### config.mk
export PLATFORM = sky130hd
export DESIGN_NAME = modem_status_reg
export DESIGN_NICKNAME = d
export VERILOG_FILES = /design/src/rtl/msr_pkg.sv /design/src/rtl/msr_sync.sv /design/src/rtl/msr_change_det.sv /design/src/rtl/msr_tx_gate.sv /design/src/rtl/modem_status_reg.sv
export SDC_FILE = /design/constraint.sdc
export NUM_CORES = 1
export LEC_CHECK = 0
export ABC_CLOCK_PERIOD_IN_PS = 1200
export BUFFER_PORTS_ARGS = -buffer_cell sky130_fd_sc_hd__buf_4
export CORE_MARGIN = 4
export CORE_UTILIZATION = 47
export DETAILED_ROUTE_END_ITERATION = 8
export GPL_ROUTABILITY_DRIVEN = 0
export PLACE_DENSITY = 0.75
export SLEW_MARGIN = 10
export SYNTH_ARGS = -nofsm -noshare
export SYNTH_HDL_FRONTEND = slang
export SYNTH_SLANG_ARGS = --single-unit
### constraint.sdc
create_clock -name clk_i -period 1.2 [get_ports clk_i]
set_input_delay 0.06 -clock clk_i [delete_from_list [all_inputs] [get_ports clk_i]]
set_output_delay 0.06 -clock clk_i [all_outputs]
set_load 0.02 [all_outputs]
### src/rtl/msr_pkg.sv
package msr_pkg;
  localparam int NUM_LINES = 4;
  // index inside a line nibble, matching status bit order 7..4 / 3..0
  localparam int IDX_DCD = 3;
  localparam int IDX_RI  = 2;
  localparam int IDX_DSR = 1;
  localparam int IDX_CTS = 0;

  typedef logic [NUM_LINES-1:0] line_vec_t;

  typedef struct packed {
    line_vec_t level;
    line_vec_t flag;
  } status_byte_t;
endpackage

### src/rtl/msr_sync.sv
module msr_sync #(
  parameter int WIDTH   = 4,
  parameter int STAGES  = 2,
  parameter logic [WIDTH-1:0] RST_VAL = '1
) (
  input  logic             clk_i,
  input  logic             rst_ni,
  input  logic [WIDTH-1:0] d_i,
  output logic [WIDTH-1:0] q_o
);
  logic [WIDTH-1:0] stage_q [STAGES];

  for (genvar s = 0; s < STAGES; s++) begin : g_stage
    if (s == 0) begin : g_first
      always_ff @(posedge clk_i or negedge rst_ni) begin
        if (!rst_ni) stage_q[s] <= RST_VAL;
        else         stage_q[s] <= d_i;
      end
    end else begin : g_next
      always_ff @(posedge clk_i or negedge rst_ni) begin
        if (!rst_ni) stage_q[s] <= RST_VAL;
        else         stage_q[s] <= stage_q[s-1];
      end
    end
  end

  assign q_o = stage_q[STAGES-1];
endmodule

### src/rtl/msr_change_det.sv
module msr_change_det
  import msr_pkg::*;
#(
  parameter int PRIME_CYCLES = 3
) (
  input  logic      clk_i,
  input  logic      rst_ni,
  input  line_vec_t level_i,
  input  logic      rd_i,
  output line_vec_t level_q_o,
  output line_vec_t flags_o
);
  localparam int CW = $clog2(PRIME_CYCLES + 1);
  localparam logic [CW-1:0] PRIME_MAX = CW'(PRIME_CYCLES);

  logic [CW-1:0] cnt_q;
  logic          primed;
  line_vec_t     prev_q, flag_q, evt;

  assign primed = (cnt_q == PRIME_MAX);

  always_ff @(posedge clk_i or negedge rst_ni) begin
    if (!rst_ni)      cnt_q <= '0;
    else if (!primed) cnt_q <= cnt_q + 1'b1;
  end

  // ring flag reacts to the rising level only; others to any change
  for (genvar i = 0; i < NUM_LINES; i++) begin : g_evt
    if (i == IDX_RI) begin : g_rise
      assign evt[i] = primed & level_i[i] & ~prev_q[i];
    end else begin : g_any
      assign evt[i] = primed & (level_i[i] ^ prev_q[i]);
    end
  end

  always_ff @(posedge clk_i or negedge rst_ni) begin
    if (!rst_ni) begin
      prev_q <= '0;
      flag_q <= '0;
    end else begin
      prev_q <= level_i;
      if (!primed)   flag_q <= '0;
      else if (rd_i) flag_q <= evt;
      else           flag_q <= flag_q | evt;
    end
  end

  assign level_q_o = prev_q;
  assign flags_o   = flag_q;


  prime_quiet_chk: assert property (@(posedge clk_i) disable iff (!rst_ni)
    !primed |=> flag_q == '0);

  rd_clear_chk: assert property (@(posedge clk_i) disable iff (!rst_ni)
    (rd_i && level_i == prev_q) |=> flag_q == '0);

  rd_keep_chk: assert property (@(posedge clk_i) disable iff (!rst_ni)
    (rd_i && primed && level_i[IDX_CTS] != prev_q[IDX_CTS]) |=> flag_q[IDX_CTS]);

  ri_rise_chk: assert property (@(posedge clk_i) disable iff (!rst_ni)
    $rose(flag_q[IDX_RI]) |-> $rose(prev_q[IDX_RI]));
endmodule

### src/rtl/msr_tx_gate.sv
module msr_tx_gate (
  input  logic clk_i,
  input  logic rst_ni,
  input  logic flow_en_i,
  input  logic cts_i,
  input  logic tx_busy_i,
  output logic tx_hold_o
);
  logic hold_q;

  // only move at a character boundary
  always_ff @(posedge clk_i or negedge rst_ni) begin
    if (!rst_ni)         hold_q <= 1'b0;
    else if (!tx_busy_i) hold_q <= flow_en_i & ~cts_i;
  end

  assign tx_hold_o = hold_q;


  hold_boundary_chk: assert property (@(posedge clk_i) disable iff (!rst_ni)
    tx_busy_i |=> $stable(hold_q));

  hold_off_chk: assert property (@(posedge clk_i) disable iff (!rst_ni)
    (!flow_en_i && !tx_busy_i) |=> !hold_q);
endmodule

### src/rtl/modem_status_reg.sv
module modem_status_reg
  import msr_pkg::*;
#(
  parameter int SYNC_STAGES = 2
) (
  input  logic       clk_i,
  input  logic       rst_ni,
  input  logic       dcd_ni,
  input  logic       ri_ni,
  input  logic       dsr_ni,
  input  logic       cts_ni,
  input  logic       loopback_i,
  input  logic       out2_i,
  input  logic       out1_i,
  input  logic       dtr_i,
  input  logic       rts_i,
  input  logic       rd_i,
  output logic [7:0] status_o,
  output logic       irq_o,
  input  logic       flow_en_i,
  input  logic       tx_busy_i,
  output logic       tx_hold_o
);
  localparam int PRIME_CYCLES = SYNC_STAGES + 1;

  line_vec_t    pins_n, pins_sync_n, loop_lvl, level, lvl_q, flags;
  status_byte_t stat;

  assign pins_n   = {dcd_ni, ri_ni, dsr_ni, cts_ni};
  assign loop_lvl = {out2_i, out1_i, dtr_i, rts_i};

  msr_sync #(
    .WIDTH  (NUM_LINES),
    .STAGES (SYNC_STAGES),
    .RST_VAL('1)
  ) u_sync (
    .clk_i (clk_i),
    .rst_ni(rst_ni),
    .d_i   (pins_n),
    .q_o   (pins_sync_n)
  );

  assign level = loopback_i ? loop_lvl : ~pins_sync_n;

  msr_change_det #(
    .PRIME_CYCLES(PRIME_CYCLES)
  ) u_det (
    .clk_i    (clk_i),
    .rst_ni   (rst_ni),
    .level_i  (level),
    .rd_i     (rd_i),
    .level_q_o(lvl_q),
    .flags_o  (flags)
  );

  msr_tx_gate u_gate (
    .clk_i    (clk_i),
    .rst_ni   (rst_ni),
    .flow_en_i(flow_en_i),
    .cts_i    (lvl_q[IDX_CTS]),
    .tx_busy_i(tx_busy_i),
    .tx_hold_o(tx_hold_o)
  );

  assign stat.level = lvl_q;
  assign stat.flag  = flags;
  assign status_o   = stat;
  assign irq_o      = |flags;


  irq_sticky_chk: assert property (@(posedge clk_i) disable iff (!rst_ni)
    (irq_o && !rd_i) |=> irq_o);

  loop_follow_chk: assert property (@(posedge clk_i) disable iff (!rst_ni)
    (loopback_i && $past(loopback_i)) |-> status_o[7:4] == $past(loop_lvl));
endmodule

==> out/metrics.cfg <==
[outcome]
run_status=finished, violations left
violations=negative setup slack

[place]
io_buffer_count=23
dp_slack_ns=0.08600
post-dp-hpwl_um=882.3
placed_area_um2=935.9

[critical_path]
cp-end-kind=output pin
crit_fanout=2
criticalPathCategory=flop to output pin
crit_end=irq_o
startpoint=u_det.flags_o[1]
arrival_ns=1.35
start_kind=flop
r2r_end=u_det.flags_o[0]
rr_worst_depth=4
regToRegSetupSlack_ns=0.13
regToRegStartpoint=u_det.flags_o[0]
worstPathRequired_ns=1.14

[cells_and_area]
areaGrowthSynthToFinish_pct=40.50
final_cell_mix=buf_4 (24), dfrtp_1 (11), dfstp_2 (8)
nNetsFinal=107
antenna_cells=0
drive_gt1_share_pct=49.45
fin_area_mm2=0.001055
num-fill-cells=122
final_common_cell=buf_4

[cts]
h-tree-depth=1
numCtsBuffers=3
cts_root_buffer=clkbuf_4
cts_buffer_depth=2
cts_tree=done
clk_pin_slew_ns=0.10
cts_sinks=19
clkLatencyLatePin_ns=0.29

[power_and_ir_drop]
worst_ir_drop_vdd_mv=0.9341
power_leakage_nw=0.4677
power_mw=1.272
p_per_area_mw_per_mm2=1206

[synth]
synthCells=56
synth_simple_gate_area_share_pct=16.83
syn_nets=71
synthXorXnorAreaFrac_pct=1.167
syn_area_per_cell_um2=13.41
ys_seq_area_share_pct=64.67
synth_top_family_by_area=simple AND/OR/NAND/NOR gates
ys_ff_latch=19
synth_area_leaders=dfrtp_1 (37%), dfstp_2 (28%), a211oi_2 (5.0%), nand2b_1 (5.0%), nor2b_1 (4.2%)
yosys_warnings=0
muxShareOfSynthArea_pct=1.500
syn_area_um2=750.7
synthAdderAreaFrac_pct=1.667
yosysTopAreaCell=dfrtp_1
synth_cell_types=22
synth_top_area_share_pct=36.67
synth_compound_area_share_pct=11.67

[grt]
grt_pass1_wl_mm=1.945
grt.total_usage_pct=12.73
grt_max_degree=20
antenna_found_initial=0
grt_pass1_vias=493
grt-ovfl-total=0

[routing]
routedWlPerCell_um=12.00
wl_mm=1.284
vias=505
drtAntennaViolNets=0
first_iter_violations=3
drc=0
vias_per_cell=4.720
dr.pass1.iters=4

[timing]
min_period_ns=1.407
clock_skew_ns=0.003924
setup_viol_count_final=1
slew_violations=0
fmax_mhz=710.5
worst-slew-pin-transition_ns=0.2448
worst_slack_ns=-0.2074
slew_headroom_pct=83.58
final_hold_viol_count=0
rsz0062_at_grt=true
whs_ns=0.03125
post-route-period-util_pct=117.3

[floorplanning]
rows=14
dieWidth_um=47.97
fp.dieArea_mm2=0.002301
start_util_pct=49.83
dieHeight_um=47.97
core_area_mm2=0.001506
num_io_pins=24

[flow_run]
drv_cap=0

[min_path]
hold_class=input port to flop

through the flow:
| step | utilization (%) | setup TNS, ns | instances |
|---|---|---|---|
| after floorplan | - | 0 | 56 |
| after global placement | 62.13 | 0 | 94 |
| after detailed placement | 62.13 | 0 | 94 |
| after CTS | 70.02 | -0.2275 | 107 |
| after global routing | 70.02 | -0.2599 | 107 |
| final | 70.02 | -0.2074 | 107 |
how the worst min path moves through the flow:
stage,from,end,cells past startpoint
global route,flow_en_i,u_gate.tx_hold_o,3
global placement,rst_ni,u_det.level_q_o[3],1
CTS,flow_en_i,u_gate.tx_hold_o,3
detailed placement,rst_ni,u_det.level_q_o[3],1
floorplan,rst_ni,u_det.cnt_q[0],0
finish,flow_en_i,u_gate.tx_hold_o,3
critical path, cell delays in order, from the launching register on:
cell     delay [ns]
dfrtp_1        0.39
or4_4          0.53
buf_6          0.15
sequential cells by signal, indices dropped and copies added, names as in the netlist:
| register | flops |
|---|---|
| u_sync.q_o | 4 |
| u_gate.tx_hold_o | 1 |
| u_sync.stage_q | 4 |
| u_det.cnt_q | 2 |
| u_det.level_q_o | 4 |
| u_det.flags_o | 4 |
final cells by class:
cell class,count,area (µm²),area share [%]
Timing Repair Buffer,32,261.5,24.79
Sequential cell,19,485.5,46.03
Multi-Input combinational cell,33,250.2,23.72
Clock buffer,4,26.28,2.491
Tap cell,16,20.02,1.898
Inverter,3,11.26,1.068
power by group:
group / switching [mW] / internal (mW)
clock: 0.176 / 0.129
sequential: 0.0237 / 0.694
combinational: 0.113 / 0.135
cell usage after synthesis:
cell,count
dfrtp_1,11
dfstp_2,8
nand2b_1,6
nor2b_1,5
a211oi_1,3
a211oi_2,3
inv_1,3
and2_1,2
nand2_1,2
a211o_1,1
a21oi_1,1
a21oi_2,1
and2_4,1
buf_4,1
ha_1,1
mux2_2,1
nand2b_2,1
nor2_1,1
nor2b_2,1
o21ai_0,1
or4_1,1
xnor2_1,1
logic make-up (layout without fill, tap and decap cells):
logic type | count (synthesis) | count (layout)
AOI/OAI and AO/OA | 10 | 10
xor gates and xnor gates | 1 | 1
adders and majority gates | 1 | 1
and+or+nand+nor | 20 | 20
muxes | 1 | 1
buffers and inverters | 4 | 39
DFF | 19 | 19
layer usage:
metal  global-route usage (%)  up-vias  share of wire [%]
li1                         -      257                  -
met1                    13.19      229                 40
met2                    22.69       17                 50
met3                    3.008        2                9.1
met4                    8.065        0               0.70
met5                        0        -                  0
timing repair:
action | in CTS | in global routing
setup buffers | 2 | 0
pin swaps | 0 | 0
hold buffers | 7 | 0
endpoints found under the setup margin | 1 | 1
endpoints found under the hold margin | 25 | 0
gates resized for setup | 2 | 0
(Power assumes the default switching activity.)
